## src/rtl/flash_cmd_pkg.sv

```systemverilog
package flash_cmd_pkg;
  typedef enum logic [1:0] {RM_ARRAY, RM_STATUS, RM_IDENT} rmode_t;
  typedef enum logic [1:0] {SU_NONE, SU_BLK, SU_CHIP, SU_PROG} setup_t;

  localparam logic [7:0] OP_READ    = 8'hFF;
  localparam logic [7:0] OP_STAT    = 8'h70;
  localparam logic [7:0] OP_IDENT   = 8'h90;
  localparam logic [7:0] OP_CLR     = 8'h50;
  localparam logic [7:0] OP_BERASE  = 8'h20;
  localparam logic [7:0] OP_CERASE  = 8'h30;
  localparam logic [7:0] OP_PROG_A  = 8'h40;
  localparam logic [7:0] OP_PROG_B  = 8'h10;
  localparam logic [7:0] OP_CONFIRM = 8'hD0;
  localparam logic [7:0] OP_SUSPEND = 8'hB0;
endpackage

```

## src/rtl/bus_capture.sv

```systemverilog
module bus_capture #(
  parameter int AW = 6,
  parameter int DW = 8
) (
  input  logic          clk,
  input  logic          rst,
  input  logic          ce_n,
  input  logic          we_n,
  input  logic [AW-1:0] addr,
  input  logic [DW-1:0] din,
  output logic          wr_vld,
  output logic [AW-1:0] wr_addr,
  output logic [DW-1:0] wr_data
);
  logic act, act_q;
  assign act = !we_n && !ce_n;

  always_ff @(posedge clk) begin
    if (rst) begin
      act_q   <= 1'b0;
      wr_addr <= '0;
      wr_data <= '0;
    end else begin
      act_q <= act;
      if (act) begin
        wr_addr <= addr;
        wr_data <= din;
      end
    end
  end

  // first strobe to rise ends the write; the values latched last stay
  assign wr_vld = act_q && !act;


  single_pulse_chk: assert property (@(posedge clk) disable iff (rst)
    wr_vld |=> !wr_vld);
endmodule

```

## src/rtl/flash_array.sv

```systemverilog
module flash_array #(
  parameter int AW = 6,
  parameter int DW = 8
) (
  input  logic          clk,
  input  logic [AW-1:0] rd_addr,
  output logic [DW-1:0] rd_data,
  input  logic [AW-1:0] int_addr,
  output logic [DW-1:0] int_data,
  input  logic          we,
  input  logic [AW-1:0] waddr,
  input  logic [DW-1:0] wdata
);
  localparam int DEPTH = 1 << AW;

  logic [DW-1:0] mem [DEPTH];

  initial begin
    for (int i = 0; i < DEPTH; i++) mem[i] = '1;
  end

  always_ff @(posedge clk) begin
    if (we) mem[waddr] <= wdata;
    rd_data  <= mem[rd_addr];
    int_data <= mem[int_addr];
  end
endmodule

```

## src/rtl/wsm_ctrl.sv

```systemverilog
module wsm_ctrl
  import flash_cmd_pkg::*;
#(
  parameter int AW        = 6,
  parameter int DW        = 8,
  parameter int BLK_AW    = 4,
  parameter int PROG_CYC  = 8,
  parameter int ERASE_CYC = 40
) (
  input  logic          clk,
  input  logic          rst,
  input  logic          wr_vld,
  input  logic [AW-1:0] wr_addr,
  input  logic [DW-1:0] wr_data,
  input  logic [DW-1:0] int_data,
  output logic [AW-1:0] int_addr,
  output logic          mem_we,
  output logic [AW-1:0] mem_waddr,
  output logic [DW-1:0] mem_wdata,
  output rmode_t        rmode_o,
  output logic [7:0]    status_o,
  output logic          ready_o
);
  localparam int TMAX = (PROG_CYC > ERASE_CYC) ? PROG_CYC : ERASE_CYC;
  localparam int TW   = $clog2(TMAX + 1);
  localparam logic [TW-1:0] T_ONE = TW'(1);

  setup_t        setup;
  rmode_t        rmode;
  logic          p_active, psusp;
  logic [TW-1:0] p_tmr;
  logic [AW-1:0] p_addr;
  logic [DW-1:0] p_data;
  logic          e_active, esusp, e_sweep;
  logic [TW-1:0] e_tmr;
  logic [AW-1:0] sw_ptr, e_hi;
  logic          err_e, err_p, ready_q;

  logic running_prog, running_erase, running, prog_done, sweep_we;
  assign running_prog  = p_active && !psusp;
  assign running_erase = e_active && !esusp && !running_prog;
  assign running       = running_prog || running_erase;
  assign prog_done     = running_prog && (p_tmr == T_ONE);
  assign sweep_we      = running_erase && e_sweep;

  assign int_addr  = p_addr;
  assign mem_we    = prog_done || sweep_we;
  assign mem_waddr = prog_done ? p_addr : sw_ptr;
  assign mem_wdata = prog_done ? (int_data & p_data) : '1;

  always_ff @(posedge clk) begin
    if (rst) begin
      setup    <= SU_NONE;
      rmode    <= RM_ARRAY;
      p_active <= 1'b0;
      psusp    <= 1'b0;
      p_tmr    <= '0;
      p_addr   <= '0;
      p_data   <= '0;
      e_active <= 1'b0;
      esusp    <= 1'b0;
      e_sweep  <= 1'b0;
      e_tmr    <= '0;
      sw_ptr   <= '0;
      e_hi     <= '0;
      err_e    <= 1'b0;
      err_p    <= 1'b0;
      ready_q  <= 1'b1;
    end else begin
      ready_q <= !running;

      if (running_prog) begin
        if (p_tmr == T_ONE) p_active <= 1'b0;
        else                p_tmr    <= p_tmr - T_ONE;
      end
      if (running_erase) begin
        if (!e_sweep) begin
          if (e_tmr == T_ONE) e_sweep <= 1'b1;
          else                e_tmr   <= e_tmr - T_ONE;
        end else if (sw_ptr == e_hi) begin
          e_active <= 1'b0;
        end else begin
          sw_ptr <= sw_ptr + 1'b1;
        end
      end

      if (wr_vld) begin
        if (running) begin
          if (wr_data == OP_SUSPEND) begin
            rmode <= RM_STATUS;
            if (running_prog) begin
              if (p_tmr != T_ONE) psusp <= 1'b1;
            end else if (!e_sweep && e_tmr != T_ONE) begin
              esusp <= 1'b1;
            end
          end
        end else if (setup == SU_PROG) begin
          p_active <= 1'b1;
          p_tmr    <= TW'(PROG_CYC);
          p_addr   <= wr_addr;
          p_data   <= wr_data;
          setup    <= SU_NONE;
          rmode    <= RM_STATUS;
        end else if (setup != SU_NONE) begin
          setup <= SU_NONE;
          rmode <= RM_STATUS;
          if (wr_data == OP_CONFIRM) begin
            e_active <= 1'b1;
            e_tmr    <= TW'(ERASE_CYC);
            e_sweep  <= 1'b0;
            if (setup == SU_CHIP) begin
              sw_ptr <= '0;
              e_hi   <= '1;
            end else begin
              sw_ptr <= {wr_addr[AW-1:BLK_AW], {BLK_AW{1'b0}}};
              e_hi   <= {wr_addr[AW-1:BLK_AW], {BLK_AW{1'b1}}};
            end
          end else begin
            err_e <= 1'b1;
            err_p <= 1'b1;
          end
        end else begin
          case (wr_data)
            OP_READ:  rmode <= RM_ARRAY;
            OP_STAT:  rmode <= RM_STATUS;
            OP_IDENT: if (!esusp && !psusp) rmode <= RM_IDENT;
            OP_CLR: if (!esusp && !psusp) begin
              err_e <= 1'b0;
              err_p <= 1'b0;
            end
            OP_BERASE: if (!e_active && !p_active) begin
              setup <= SU_BLK;
              rmode <= RM_STATUS;
            end
            OP_CERASE: if (!e_active && !p_active) begin
              setup <= SU_CHIP;
              rmode <= RM_STATUS;
            end
            OP_PROG_A, OP_PROG_B: if (!p_active) begin
              setup <= SU_PROG;
              rmode <= RM_STATUS;
            end
            OP_CONFIRM: begin
              if (psusp) begin
                psusp <= 1'b0;
                rmode <= RM_STATUS;
              end else if (esusp) begin
                esusp <= 1'b0;
                rmode <= RM_STATUS;
              end
            end
            default: ;
          endcase
        end
      end
    end
  end

  assign rmode_o  = running ? RM_STATUS : rmode;
  assign status_o = {ready_q, esusp, err_e, err_p, 1'b0, psusp, 2'b00};
  assign ready_o  = ready_q;


  psusp_owner_chk: assert property (@(posedge clk) disable iff (rst)
    psusp |-> p_active);


  esusp_frozen_chk: assert property (@(posedge clk) disable iff (rst)
    (esusp && $past(esusp)) |-> $stable(e_tmr));


  err_source_chk: assert property (@(posedge clk) disable iff (rst)
    $rose(err_e) |-> $past(wr_vld));


  prog_clear_only_chk: assert property (@(posedge clk) disable iff (rst)
    prog_done |-> ((mem_wdata & ~int_data) == '0));
endmodule

```

## src/rtl/flash_cmd_ctrl.sv

```systemverilog
module flash_cmd_ctrl
  import flash_cmd_pkg::*;
#(
  parameter int AW        = 6,
  parameter int DW        = 8,
  parameter int BLK_AW    = 4,
  parameter int PROG_CYC  = 8,
  parameter int ERASE_CYC = 40,
  parameter logic [DW-1:0] MFR_ID = 8'h5A,
  parameter logic [DW-1:0] DEV_ID = 8'hC3
) (
  input  logic          clk,
  input  logic          rst,
  input  logic          ce_n,
  input  logic          we_n,
  input  logic [AW-1:0] addr,
  input  logic [DW-1:0] din,
  output logic [DW-1:0] dout,
  output logic          ready
);
  logic          wr_vld;
  logic [AW-1:0] wr_addr, int_addr, mem_waddr;
  logic [DW-1:0] wr_data, int_data, mem_wdata, rd_data;
  logic          mem_we;
  rmode_t        rmode, sel_q;
  logic [7:0]    status;
  logic [7:0]    stat_q;
  logic [DW-1:0] id_q;

  bus_capture #(.AW(AW), .DW(DW)) u_cap (
    .clk(clk), .rst(rst), .ce_n(ce_n), .we_n(we_n), .addr(addr), .din(din),
    .wr_vld(wr_vld), .wr_addr(wr_addr), .wr_data(wr_data)
  );

  wsm_ctrl #(.AW(AW), .DW(DW), .BLK_AW(BLK_AW), .PROG_CYC(PROG_CYC),
             .ERASE_CYC(ERASE_CYC)) u_wsm (
    .clk(clk), .rst(rst), .wr_vld(wr_vld), .wr_addr(wr_addr),
    .wr_data(wr_data), .int_data(int_data), .int_addr(int_addr),
    .mem_we(mem_we), .mem_waddr(mem_waddr), .mem_wdata(mem_wdata),
    .rmode_o(rmode), .status_o(status), .ready_o(ready)
  );

  flash_array #(.AW(AW), .DW(DW)) u_mem (
    .clk(clk), .rd_addr(addr), .rd_data(rd_data), .int_addr(int_addr),
    .int_data(int_data), .we(mem_we), .waddr(mem_waddr), .wdata(mem_wdata)
  );

  always_ff @(posedge clk) begin
    if (rst) begin
      sel_q  <= RM_ARRAY;
      stat_q <= 8'h80;
      id_q   <= '0;
    end else begin
      sel_q  <= rmode;
      stat_q <= status;
      id_q   <= addr[0] ? DEV_ID : MFR_ID;
    end
  end

  always_comb begin
    case (sel_q)
      RM_STATUS: dout = DW'(stat_q);
      RM_IDENT:  dout = id_q;
      default:   dout = rd_data;
    endcase
  end
endmodule

```

## config.mk

```make
export PLATFORM = sky130hd
export DESIGN_NAME = flash_cmd_ctrl
export DESIGN_NICKNAME = d
export VERILOG_FILES = /design/src/rtl/flash_cmd_pkg.sv /design/src/rtl/bus_capture.sv /design/src/rtl/flash_array.sv /design/src/rtl/wsm_ctrl.sv /design/src/rtl/flash_cmd_ctrl.sv
export SDC_FILE = /design/constraint.sdc
export NUM_CORES = 1
export LEC_CHECK = 0
export BUFFER_PORTS_ARGS = -buffer_cell sky130_fd_sc_hd__buf_2
export CAP_MARGIN = 30
export CORE_MARGIN = 5
export CORE_UTILIZATION = 52
export DETAILED_ROUTE_END_ITERATION = 10
export PLACE_DENSITY = 0.78
export SLEW_MARGIN = 10
export SYNTH_ARGS = -nofsm -noshare
export SYNTH_HDL_FRONTEND = slang
export SYNTH_SLANG_ARGS = --single-unit
```

## constraint.sdc

```tcl
create_clock -name clk -period 4 [get_ports clk]
set_input_delay 0.6 -clock clk [delete_from_list [all_inputs] [get_ports clk]]
set_output_delay 0.6 -clock clk [all_outputs]
set_load 0.005 [all_outputs]
```

# Yosys cells after proc, flatten, opt, wreduce, memory -nomap -nowiden

Memories as Yosys holds them, arrays and structs flattened. A register that Yosys moved wholly into a read port is not among the register bits.
Index checks and enable logic that the tools add are counted.

Bits in registers: 82
Bits in writable memories: 512
Input bits: 18
Output and inout port bits: 9
Logic and storage cells: 188
Memories kept: 1

Add/subtract/negate cells: 3
Equal/unequal tests: 35
Multiplexer cells: 85
Bitwise logic cells: 3
Reduce and logical (&&, ||, !) cells: 38

Memories:

| memory    | depth | width | read ports | clocked after memory_dff | write ports | line              | text |
|---|---|---|---|---|---|---|---|
| u_mem.mem | 64    | 8     | 2          | 2                        | 1           | flash_array.sv:16 | `logic [DW-1:0] mem [DEPTH];` |

Operators with widths:

| kind                                                                     | count |
|---|---|
| 6-bit 2-to-1 mux                                                         | 24 |
| 1-bit 2-to-1 mux                                                         | 43 |
| 8-bit == test (second input constant)                                    | 4 |
| 2-bit 2-to-1 mux                                                         | 13 |
| 8-bit by 7-bit == test with 1-bit output (second input constant)         | 3 |
| 6-bit by 1-bit inequality test with 1-bit output (second input constant) | 3 |
| 8-bit by 6-bit == test with 1-bit output (second input constant)         | 2 |
| 8-bit 2-to-1 mux                                                         | 2 |
| 8-bit one-hot mux with 2 select lines                                    | 1 |
| 7-bit AND reduction                                                      | 2 |
| 6-bit by 1-bit == test with 1-bit output (second input constant)         | 2 |
| 2-bit inequality test (second input constant)                            | 6 |
| 2-bit one-hot mux with 6 select lines                                    | 1 |
| 6-bit AND reduction                                                      | 2 |
| 6-bit by 1-bit subtractor with 6-bit output (second input constant)      | 2 |
| 1-bit logical AND                                                        | 10 |
| 1-bit logical NOT                                                        | 10 |
| 5-bit by 1-bit inequality test with 1-bit output (second input constant) | 2 |
| 9-bit nonzero test                                                       | 1 |
| 8-bit bitwise AND                                                        | 1 |
| 8-bit by 5-bit == test with 1-bit output (second input constant)         | 1 |
| 4-bit by 1-bit inequality test with 1-bit output (second input constant) | 2 |
| 8-bit AND reduction                                                      | 1 |
| 2-bit nonzero test                                                       | 4 |
| 14 further kinds                                                         | 22 |

# Logic depth before layout (Yosys ltp)

Depth in word-level cells: 10
Mapped depth: 9
Depth with buffers taken out: 7

# Cells and area by module

Synthesis repeated with hierarchy kept, for this count alone.

Cell total of the unflattened synthesis: 1675
Area, all modules: 27954.3 µm²

By module, submodules not included:

| module         | times used | cells an instance | area each (µm²) | sequential area each (µm²) |
|---|---|---|---|---|
| flash_array    | 1          | 1224              | 24258.3         | 15695.1 |
| wsm_ctrl       | 1          | 332               | 2571.2          | 920.9 |
| bus_capture    | 1          | 66                | 619.3           | 300.3 |
| flash_cmd_ctrl | 1          | 53                | 505.5           | 260.2 |

# Worst setup path after synthesis

Ideal clock, no wire load.

Path type: register to register
From: register u_wsm.p_tmr[1]
To: memory u_mem.mem[0][0] (enable)
Setup time: 0.383 ns
Arrival: 2.265 ns
Data required time: 3.617 ns
Setup slack: 1.351 ns
Stages on the path, launching flop included: 8
Cells stage by stage: dfxtp_1 inv_1 ha_1 nor2b_1 nand3_1 buf_2 o41a_1 nor3_1

Longest elaborated chain between the ends: 5
Elaborated cells on any way between the ends: 6
Those cells by class: 1 x eq/ne; 3 x mux; 2 x reduce/logical

Ends and longest elaborated chain:

| item                                       | line              | text |
|---|---|---|
| from (decl)                                | wsm_ctrl.sv:31    | `logic [TW-1:0] p_tmr;` |
| from (signal assigned)                     | wsm_ctrl.sv:74    | `else p_tmr <= p_tmr - T_ONE;` |
| from (signal assigned)                     | wsm_ctrl.sv:99    | `p_tmr <= TW'(PROG_CYC);` |
| 6-bit by 1-bit == test with 1-bit output * | wsm_ctrl.sv:43    | `assign prog_done = running_prog && (p_tmr == T_ONE);` |
| 1-bit logical AND *                        | wsm_ctrl.sv:43    |  |
| 1-bit logical OR                           | wsm_ctrl.sv:47    | `assign mem_we = prog_done \|\| sweep_we;` |
| 1-bit 2-to-1 mux                           | flash_array.sv:23 | `if (we) mem[waddr] <= wdata;` |
| 1-bit 2-to-1 mux (implied by the code)     | flash_array.sv:23 |  |
| to (decl)                                  | flash_array.sv:16 |  |

Mark *: on every way between the ends. The rest lies on a longest branch, timed or not.

# Final worst setup path

From: register u_wsm.p_tmr[1]
To: memory u_mem.mem[8][0] (enable)

Same word-level chain as after synthesis.

==> results.sh <==
export IMPL_post_synth_top_count_cell="edfxtp_1"
export IMPL_clock_sinks=598
export IMPL_drt_iter0_drc=2705
export IMPL_hold_buffers=0
export IMPL_die_area_um2=57900
export IMPL_tightest_slew_ps=1020
export IMPL_cts_setup_buffers=0
export IMPL_cellPowerDensity_nw_per_um2=410
export IMPL_post_route_period_util_pct=82.2
export IMPL_cts_resized=0
export IMPL_worstPathArrival_ps=3620
export IMPL_pwr_share_comb_pct=2.9
export IMPL_relSlewSlack_pct=31.4
export IMPL_die_h_um=241
export IMPL_core_area_um2=52700
export IMPL_num_io_pins=27
export IMPL_synth_edf_count=512
export IMPL_ys_seq_area_share_pct=61.8
export IMPL_n_fill_cell=3744
export IMPL_cpMaxStageDelayCell="nor3_1"
export IMPL_grt_pass1_vias=17281
export IMPL_wire_per_inst_um=30.2
export IMPL_gr_usage_met2_pct=40.0
export IMPL_drv_slew=0
export IMPL_yosysUniqueCellTypes=66
export IMPL_worstPathRequired_ps=4330
export IMPL_end_kind="register"
export IMPL_power_switching_mw=2.63
export IMPL_ys_top_cells_by_count="edfxtp_1 (512), mux4_2 (248), nor2_1 (124)"
export IMPL_setup_viol=0
export IMPL_rsz0062_at_grt="false"
export IMPL_rows=84
export IMPL_worstHoldStart="din[7]"
export IMPL_grt_usage_pct=26.1
export IMPL_cp_start_kind="register"
export IMPL_ant_nets=0
export IMPL_cap_violations=0
export IMPL_swShare_pct=20.7
export IMPL_ys_ff_latch=598
export IMPL_seqCellArea_um2=17100
export IMPL_syn_area_um2=27700
export IMPL_dp_hpwl_um=49800
export IMPL_hold_viol_final=0
export IMPL_first_pass_iters=6
export IMPL_rrSetupSlack_ps=710
export IMPL_vias=17429
export IMPL_cts_clk_slew_worst_paths_ps=60
export IMPL_internal_power_mw=10.1
export IMPL_grt_busiest_layer="met2"
export IMPL_period_minus_slack_ps=3290
export IMPL_wirelength_um=75300
export IMPL_use_met3_pct=5.86
export IMPL_multi_input_area_um2=9940
export IMPL_postLayoutCoreUtil_pct=58.8
export IMPL_regToRegEndpoint="u_mem.mem[8][0]"
export IMPL_cts_htree_levels=2
export IMPL_cts_root_buf="clkbuf_16"
export IMPL_p_clk_share_pct=44.3
export IMPL_grt_max_degree=57
export IMPL_synth_top_area_share_pct=55.6
export IMPL_synthTopCellsByArea="edfxtp_1 (56%), mux4_2 (20%), dfxtp_1 (6.2%)"
export IMPL_syn_nets=1719
export IMPL_max_freq_mhz=304
export IMPL_drc=0
export IMPL_yosysTopAreaCell="edfxtp_1"
export IMPL_grt_first_pass_wirelength_um=112000
export IMPL_syn2layout_area_growth_pct=11.9
export IMPL_overflow=0
export IMPL_cts_tree="built"
export IMPL_globalplace_congestion=0.931
export IMPL_port_buffers=26
export IMPL_clock_path_buffers=3
export IMPL_async_reset_ff_share_pct=0
export IMPL_synth_flop_cell="edfxtp_1"
export IMPL_drive_gt1_share_pct=27.8
export IMPL_reg2reg_from="u_wsm.p_tmr[1]"
export IMPL_die_w_um=241
export IMPL_critical_path_class="register to register"
export IMPL_synth_warnings=0
export IMPL_viasPerCell=6.98
export IMPL_avgSynthCellArea_um2=16.3
export IMPL_min_delay_worst_endpoint="u_cap.wr_data[7]"
export IMPL_antenna_found_initial=2
export IMPL_worst_skew_pair_late_latency_ps=630
export IMPL_cp_max_fo=13
export IMPL_finalSetupTns_ps=0
export IMPL_grt_use_met1_pct=36.2
export IMPL_cts_buffers=59
export IMPL_hold_path_class="input pin to register"
export IMPL_final_nets=1786
export IMPL_reg2reg_depth=8
export IMPL_synthCells=1694
export IMPL_diodes=0
export IMPL_min_path_cells=3
export IMPL_critPathMaxStageDelay_ps=700
export IMPL_path_cells="inv_1, ha_1, nor2b_1, and3_1, or4_1, o41a_1, nor3_1, clkbuf_2"
export IMPL_fin_skew_ps=21.1
export IMPL_initial_utilization_pct=52.5
export IMPL_ir_drop_mv=0.328
export IMPL_p_leak_nw=11.0
export IMPL_status="finished, final reports clean"
export IMPL_p_seq_share_pct=52.8
## layer usage
metal | vias to the layer above | wire, µm
met4 | 4 | 3960
li1 | 7084 | -
met1 | 8821 | 27500
met2 | 1290 | 34900
met3 | 230 | 8960
met5 | - | 29
## stage by stage
step / power, mW / setup slack (ps) / area (µm²) / hold WS [ps] / cells
detailed placement: 7.20 / 765 / 28900 / 435 / 2382
global route: 13.0 / 607 / 31000 / 231 / 2496
global placement: 7.19 / 794 / 28900 / 433 / 2381
floorplan: 7.06 / 1350 / 27700 / 417 / 1694
finish: 12.7 / 710 / 31000 / 225 / 2496
CTS: 12.7 / 679 / 30900 / 198 / 2490
## worst max-delay path by stage
stage / start / endpoint / cells past startpoint
detailed placement: u_wsm.p_tmr[1] / u_mem.mem[8][0] / 7
finish: u_wsm.p_tmr[1] / u_mem.mem[8][0] / 8
global placement: u_wsm.p_tmr[1] / u_mem.mem[16][4] / 7
CTS: u_wsm.p_tmr[1] / u_mem.mem[8][0] / 7
global route: u_wsm.p_tmr[1] / u_mem.mem[8][5] / 8
floorplan: u_wsm.p_tmr[1] / u_mem.mem[0][0] / 7
## cell usage in the layout, fill, tap and decap left out, types with 11 or more instances in the layout
cell	netlist	routed
clkbuf_1	65	13
clkbuf_16	0	59
xnor2_1	11	11
nand3b_1	13	13
dfxtp_1	86	84
mux4_2	248	248
nor2b_1	25	25
nand2_1	108	100
a211oi_1	19	19
mux2i_1	61	61
nand3_1	23	23
o22ai_1	61	61
o21ai_0	18	18
a21oi_1	38	38
nand2b_1	12	12
nor2_1	124	124
buf_12	0	11
a22oi_1	18	18
edfxtp_1	512	512
buf_4	16	94
o221ai_1	11	11
nor3_1	38	38
buf_2	32	25
## power by group through the flow
stage	Clock (mW)	Combinational, mW	Sequential [mW]
after floorplan	0	0.240	6.82
after global placement	0	0.358	6.83
after detailed placement	0	0.362	6.84
after CTS	5.67	0.365	6.70
after global routing	5.95	0.390	6.70
final	5.63	0.372	6.70
## critical path, delay by kind of cell, from the launching register on
family | cells | cell delay, ps
adders and majority gates | 1 | 190
and+or+nand+nor | 4 | 1760
buffers and inverters | 2 | 380
DFF | 1 | 360
AOI/OAI and AO/OA | 1 | 290
## kinds of logic after synthesis
group,after synthesis,synth area share (%)
DFF,598,61.8
buffers and inverters,137,2.34
xor gates and xnor gates,16,0.507
and+or+nand+nor,408,7.14
muxes,312,22.5
AOI/OAI and AO/OA,216,5.38
adders and majority gates,7,0.317
## state kept, by name (all words and copies together), names as in the netlist, 2 cells and up
register and count:
stat_q 4, sel_q 2, u_wsm.p_data 8, u_cap.wr_addr 6, u_wsm.sw_ptr 6, u_mem.rd_data 8, id_q 3, u_wsm.p_tmr 6
u_mem.int_data 8, u_wsm.e_tmr 6, u_wsm.e_hi 3, u_wsm.int_addr 6, u_cap.wr_data 8, u_wsm.setup 2, u_wsm.rmode 2, u_mem.mem 512
## final cells by class
class	instances	area share, %
Clock buffer	73	4.97
Clock inverter	35	1.29
Inverter	11	0.133
Multi-Input combinational cell	959	32.1
Sequential cell	598	55.3
Tap cell	688	2.78
Timing Repair Buffer	132	3.46
Note: power is estimated with default switching activity, not from simulation.
